$ cat config.mk
export PLATFORM = sky130hd
export DESIGN_NAME = dsnoop_top
export DESIGN_NICKNAME = d
export VERILOG_FILES = /design/src/rtl/dsnoop_pkg.sv /design/src/rtl/dsnoop_opdec.sv /design/src/rtl/dsnoop_burst.sv /design/src/rtl/dsnoop_top.sv
export SDC_FILE = /design/constraint.sdc
export NUM_CORES = 1
export LEC_CHECK = 0
export ABC_CLOCK_PERIOD_IN_PS = 3300
export CORE_MARGIN = 1
export CORE_UTILIZATION = 49
export CTS_CLUSTER_SIZE = 30
export DETAILED_ROUTE_END_ITERATION = 7
export PLACE_DENSITY_LB_ADDON = 0.12
export SLEW_MARGIN = 20
export SYNTH_ARGS = -nofsm -noshare
export SYNTH_HDL_FRONTEND = slang
export SYNTH_SLANG_ARGS = --single-unit
$ cat constraint.sdc
create_clock -name clk -period 3.3 [get_ports clk]
set_input_delay 0.99 -clock clk [delete_from_list [all_inputs] [get_ports clk]]
set_output_delay 0.99 -clock clk [all_outputs]
set_load 0.005 [all_outputs]
$ cat src/rtl/dsnoop_pkg.sv
package dsnoop_pkg;
    typedef enum logic [1:0] {
        ST_OFF    = 2'd0,
        ST_OPCODE = 2'd1,
        ST_ADDR   = 2'd2,
        ST_INSERT = 2'd3
    } snoop_st_e;

    localparam int ADDR_SHORT = 3;
    localparam int ADDR_LONG  = 4;
endpackage

$ cat src/rtl/dsnoop_opdec.sv
module dsnoop_opdec #(
    parameter int UNITW = 3
) (
    input  logic [7:0]       opcode,
    output logic [UNITW-1:0] units
);
    always_comb begin
        case (opcode)
            8'h0B, 8'h3B, 8'h6B, 8'h3C, 8'h6C: units = UNITW'(1);
            8'hBB, 8'hBC, 8'h0C:               units = UNITW'(2);
            8'hEB, 8'hEC:                      units = UNITW'(4);
            default:                           units = '0;
        endcase
    end
endmodule

$ cat src/rtl/dsnoop_burst.sv
module dsnoop_burst #(
    parameter int CNTW = 6
) (
    input  logic            clk,
    input  logic            rst_n,
    input  logic            abort,
    input  logic            start,
    input  logic [CNTW-1:0] load,
    input  logic [7:0]      fill,
    output logic            valid,
    output logic [7:0]      data,
    output logic            last
);
    logic [CNTW-1:0] cnt;
    logic [7:0]      fill_q;

    always_ff @(posedge clk or negedge rst_n) begin
        if (!rst_n) begin
            cnt    <= '0;
            fill_q <= '0;
        end else if (abort) begin
            cnt <= '0;
        end else if (start) begin
            cnt    <= load;
            fill_q <= fill;
        end else if (cnt != '0) begin
            cnt <= cnt - CNTW'(1);
        end
    end

    assign valid = (cnt != '0);
    assign last  = (cnt == CNTW'(1));
    assign data  = fill_q;

    assert_burst_runs_R9: assert property (@(posedge clk) disable iff (!rst_n)
        valid && !last && !abort |=> valid && $stable(data));
endmodule

$ cat src/rtl/dsnoop_top.sv
module dsnoop_top #(
    parameter int DATA_BYTES = 4,
    parameter int UNIT_BYTES = 8,
    parameter int MAX_UNITS  = 4
) (
    input  logic                      clk,
    input  logic                      rst_n,
    input  logic                      cs_upd,
    input  logic                      cs_stop,
    input  logic                      addr4,
    input  logic [7:0]                dummy_byte,
    input  logic                      wr_valid,
    input  logic [8*DATA_BYTES-1:0]   wr_data,
    input  logic [$clog2(DATA_BYTES+1)-1:0] wr_size,
    output logic                      wr_ready,
    output logic                      fwd_valid,
    output logic [8*DATA_BYTES-1:0]   fwd_data,
    output logic [$clog2(DATA_BYTES+1)-1:0] fwd_size,
    output logic                      swallow,
    output logic                      dum_valid,
    output logic [7:0]                dum_byte
);
    import dsnoop_pkg::*;

    localparam int DW    = 8 * DATA_BYTES;
    localparam int SZW   = $clog2(DATA_BYTES + 1);
    localparam int IDXW  = $clog2(2 * DATA_BYTES + 6);
    localparam int CNTW  = $clog2(MAX_UNITS * UNIT_BYTES + 1);
    localparam int UNITW = $clog2(MAX_UNITS + 1);

    snoop_st_e       state, state_n;
    logic [IDXW-1:0] idx, idx_n, idx_lim;
    logic [CNTW-1:0] pend, pend_n;
    logic [UNITW-1:0] units;
    logic            accept, fire, fwd_n, sw_n, dum_last;

    assign accept  = wr_valid && wr_ready;
    assign wr_ready = (state != ST_INSERT);
    assign idx_lim = addr4 ? IDXW'(ADDR_LONG + 1) : IDXW'(ADDR_SHORT + 1);

    dsnoop_opdec #(.UNITW(UNITW)) u_opdec (
        .opcode (wr_data[7:0]),
        .units  (units)
    );

    dsnoop_burst #(.CNTW(CNTW)) u_burst (
        .clk   (clk),
        .rst_n (rst_n),
        .abort (cs_upd),
        .start (fire),
        .load  (pend),
        .fill  (dummy_byte),
        .valid (dum_valid),
        .data  (dum_byte),
        .last  (dum_last)
    );

    // next-state and next-output decision
    always_comb begin
        state_n = state;
        idx_n   = idx;
        pend_n  = pend;
        fire    = 1'b0;
        fwd_n   = 1'b0;
        sw_n    = 1'b0;
        if (cs_upd) begin
            state_n = cs_stop ? ST_OFF : ST_OPCODE;
            idx_n   = '0;
            fwd_n   = accept;
        end else begin
            unique case (state)
                ST_OFF: fwd_n = accept;
                ST_OPCODE: begin
                    if (accept) begin
                        fwd_n = 1'b1;
                        if (units == '0) begin
                            state_n = ST_OFF;
                        end else begin
                            pend_n  = CNTW'(units) * CNTW'(UNIT_BYTES);
                            idx_n   = IDXW'(wr_size);
                            state_n = ST_ADDR;
                        end
                    end
                end
                ST_ADDR: begin
                    if (accept) begin
                        if (idx >= idx_lim) begin
                            sw_n    = 1'b1;
                            fire    = 1'b1;
                            state_n = ST_INSERT;
                        end else begin
                            fwd_n = 1'b1;
                            idx_n = idx + IDXW'(wr_size);
                        end
                    end
                end
                ST_INSERT: if (dum_last) state_n = ST_OFF;
                default: state_n = ST_OFF;
            endcase
        end
    end

    // state register
    always_ff @(posedge clk or negedge rst_n) begin
        if (!rst_n) begin
            state <= ST_OFF;
            idx   <= '0;
            pend  <= '0;
        end else begin
            state <= state_n;
            idx   <= idx_n;
            pend  <= pend_n;
        end
    end

    // registered outputs
    always_ff @(posedge clk or negedge rst_n) begin
        if (!rst_n) begin
            fwd_valid <= 1'b0;
            fwd_data  <= '0;
            fwd_size  <= '0;
            swallow   <= 1'b0;
        end else begin
            fwd_valid <= fwd_n;
            swallow   <= sw_n;
            if (accept) begin
                fwd_data <= wr_data;
                fwd_size <= wr_size;
            end
        end
    end

    assert_busy_matches_burst_R10: assert property (@(posedge clk) disable iff (!rst_n)
        (state == ST_INSERT) == dum_valid);
    assert_swallow_starts_burst_R9: assert property (@(posedge clk) disable iff (!rst_n)
        swallow |-> dum_valid);
    assert_swallow_excl_fwd_R8: assert property (@(posedge clk) disable iff (!rst_n)
        !(swallow && fwd_valid));
    assert_stall_no_fwd_R10: assert property (@(posedge clk) disable iff (!rst_n)
        !wr_ready |-> !fwd_valid);
endmodule

==> impl_metrics.tcl <==
set metrics [dict create \
    cts_tree "done" \
    rows 27 \
    end_kind "primary output" \
    critPathKind "flip-flop to primary output" \
    use_met1 0.286 \
    antenna_cells 0 \
    finalPower_uw 1940 \
    routabilityCongestion 0.820 \
    synth_cell_types 47 \
    wl_per_cell_um 13.9 \
    grt_pass1_vias 2490 \
    cts_hold_buf 0 \
    reg2reg_depth 6 \
    fin_nets 457 \
    gr-usage-all-layers 0.239 \
    via_per_inst 5.03 \
    vias 2384 \
    final_cell_mix "109 x nand2_1, 94 x clkdlybuf4s50_1, 60 x dfrtp_1" \
    relSlewSlack 0.600 \
    worstPathRequired_ns 2.31 \
    ir_drop_v 0.000315 \
    p_leak_uw 0.00192 \
    grt_pass1_wl_mm 11.3 \
    multi_input_area_sq_um 1250 \
    overflow 0 \
    run_status "finished clean" \
    ys_seq_area_frac 0.521 \
    h-tree-depth 3 \
    path_clk_slew_ns 0.06 \
    worstPathCellList "nor3_1 > nor2b_1 > inv_1 > clkdlybuf4s50_1" \
    finalHoldViolCount 0 \
    fin_crit_sh 0.911 \
    synthCells 299 \
    reg2reg_to "u_burst.data[7]$_DFFE_PN0P_" \
    postCtsSetupBuffers 0 \
    r2r-start "state[0]$_DFFE_PN0P_" \
    drcViolationCount 0 \
    fmax_ghz 0.333 \
    slowest_delay_ns 0.46 \
    fillers 416 \
    rsz0062_at_grt "false" \
    tns_ns 0 \
    synthArstFlopShare 1.00 \
    maxCapViolations 0 \
    area_growth_pct 41.0 \
    detail_route.wirelength_mm 6.57 \
    netlist_area_sq_um 2880 \
    worstHoldPathType "flip-flop to flip-flop" \
    synth_enable_flop_cells 0 \
    layout_commonest_cell "nand2_1" \
    worst_pin_slew_ns 0.599 \
    postSynthAreaPerCell_sq_um 9.64 \
    grt_busiest_layer "met2" \
    drtIter0Drc 114 \
    syn-num-nets 359 \
    cts_resized 0 \
    core_area_sq_um 5570 \
    holdPathStages 2 \
    clk_path_buf_depth 2 \
    powerDensity_nw_per_um2 478 \
    die_h_um 78.7 \
    final_util 0.729 \
    fin_skew_ns 0.00918 \
    port-buffer-count 95 \
    worstSkewPairLatency_ns 0.33 \
    fp.dieArea_sq_um 6190 \
    first_pass_iters 4 \
    critPathMaxFanout 5 \
    final-seq-area_sq_um 1500 \
    use_met3 0.0897 \
    yosysWarnings 0 \
    arrival_ns 2.01 \
    min_from "fwd_data[28]$_DFFE_PN0P_" \
    setup_violations 0 \
    maxSlewViolCount 0 \
    synth-main-ff-cell "dfrtp_1" \
    layout-drive-gt1-share 0.0970 \
    slowest_stage "clkdlybuf4s50_1" \
    root_buffer "clkbuf_8" \
    place_hpwl_mm 4.76 \
    post-route-min-period_ns 3.00 \
    start_util 0.517 \
    ios 96 \
    use_met2 0.392 \
    clock-sinks 60 \
    crit_path_start_kind "flip-flop" \
    whs_endpoint "fwd_data[28]$_DFFE_PN0P_" \
    synth_seq_cells 60 \
    r2r_slack_ns 0.97 \
    ant_nets 0 \
    die_w_um 78.7 \
    antenna_found_initial 0 \
    cts_made_buffers 9 \
    grt_max_degree 42 \
]
-- per-stage QoR --
step	area [sq um]	worst slack (ns)	hold slack, ns	instances
floorplan	2880	0.674	0.438	299
global placement	3880	0.218	0.457	458
detailed placement	3880	0.183	0.462	458
CTS	4060	0.304	0.480	474
global route	4060	0.139	0.497	474
finish	4060	0.295	0.474	474
-- per-layer routing --
metal,share of wire,vias to the layer above
li1,-,1181
met1,0.42,1122
met2,0.49,72
met3,0.074,9
met4,0.013,0
met5,0,-
-- final cells by class --
class                           instances  area share
Inverter                               14      0.0129
Clock buffer                           15      0.0434
Timing Repair Buffer                  100       0.242
Tap cell                               72      0.0222
Clock inverter                          1     0.00123
Multi-Input combinational cell        212       0.309
Sequential cell                        60       0.369
-- critical path, delay by kind of cell (launching register included) --
| family | cells | cell delay [ns] |
|---|---|---|
| buffers and inverters | 2 | 0.59 |
| AND/OR/NAND/NOR | 2 | 0.67 |
| flip-flops | 1 | 0.42 |
-- synth_stat cells, drive strengths merged (2+ instances only) --
library cell | instances | area (sq um)
nor3b | 3 | 22.5
buf | 3 | 38.8
dfrtp | 60 | 1500
o21ai | 10 | 50.1
xor2 | 4 | 35.0
nand2b | 4 | 25.0
inv | 14 | 52.6
nor3 | 7 | 40.0
mux2 | 12 | 154
nor4 | 3 | 18.8
a221oi | 2 | 17.5
a21oi | 8 | 40.0
nand2 | 109 | 409
nor2 | 11 | 57.6
ha | 10 | 125
clkbuf | 10 | 37.5
o311a | 3 | 30.0
nor2b | 3 | 18.8
-- where the power goes --
part / switching, uW / internal [uW] / total, uW
sequential: 49.3 / 809 / 858
clock: 271 / 334 / 606
combinational: 220 / 258 / 478
total: 541 / 1400 / 1940
-- worst max path at each step --
stage	start	to	cells past startpoint
2_1_floorplan	addr4	u_burst.data[2]$_DFFE_PN0P_	7
3_3_place_gp	addr4	u_burst.data[1]$_DFFE_PN0P_	6
3_5_place_dp	addr4	u_burst.data[7]$_DFFE_PN0P_	6
4_1_cts	u_burst.cnt[3]$_DFFE_PN0P_	dum_valid	4
5_1_grt	u_burst.cnt[3]$_DFFE_PN0P_	dum_valid	4
6_report	u_burst.cnt[3]$_DFFE_PN0P_	dum_valid	4
-- logic make-up (layout without fill, tap and decap cells) --
family	Yosys count	in the layout	share of synthesized area
xor gates and xnor gates	5	5	0.0152
buffers and inverters	27	130	0.0447
adders and majority gates	11	11	0.0503
DFF	60	60	0.521
muxes	12	12	0.0534
and+or+nand+nor	150	150	0.235
AOI/OAI and AO/OA	34	34	0.0803
-- sequential cells by signal, indices dropped and copies added, names as in the netlist --
register and count:
fwd_data 32, fwd_size 3, fwd_valid 1, idx 4, pend 3, state 2
swallow 1, u_burst.cnt 6, u_burst.data 8
Note: power is estimated with default switching activity, not from simulation.
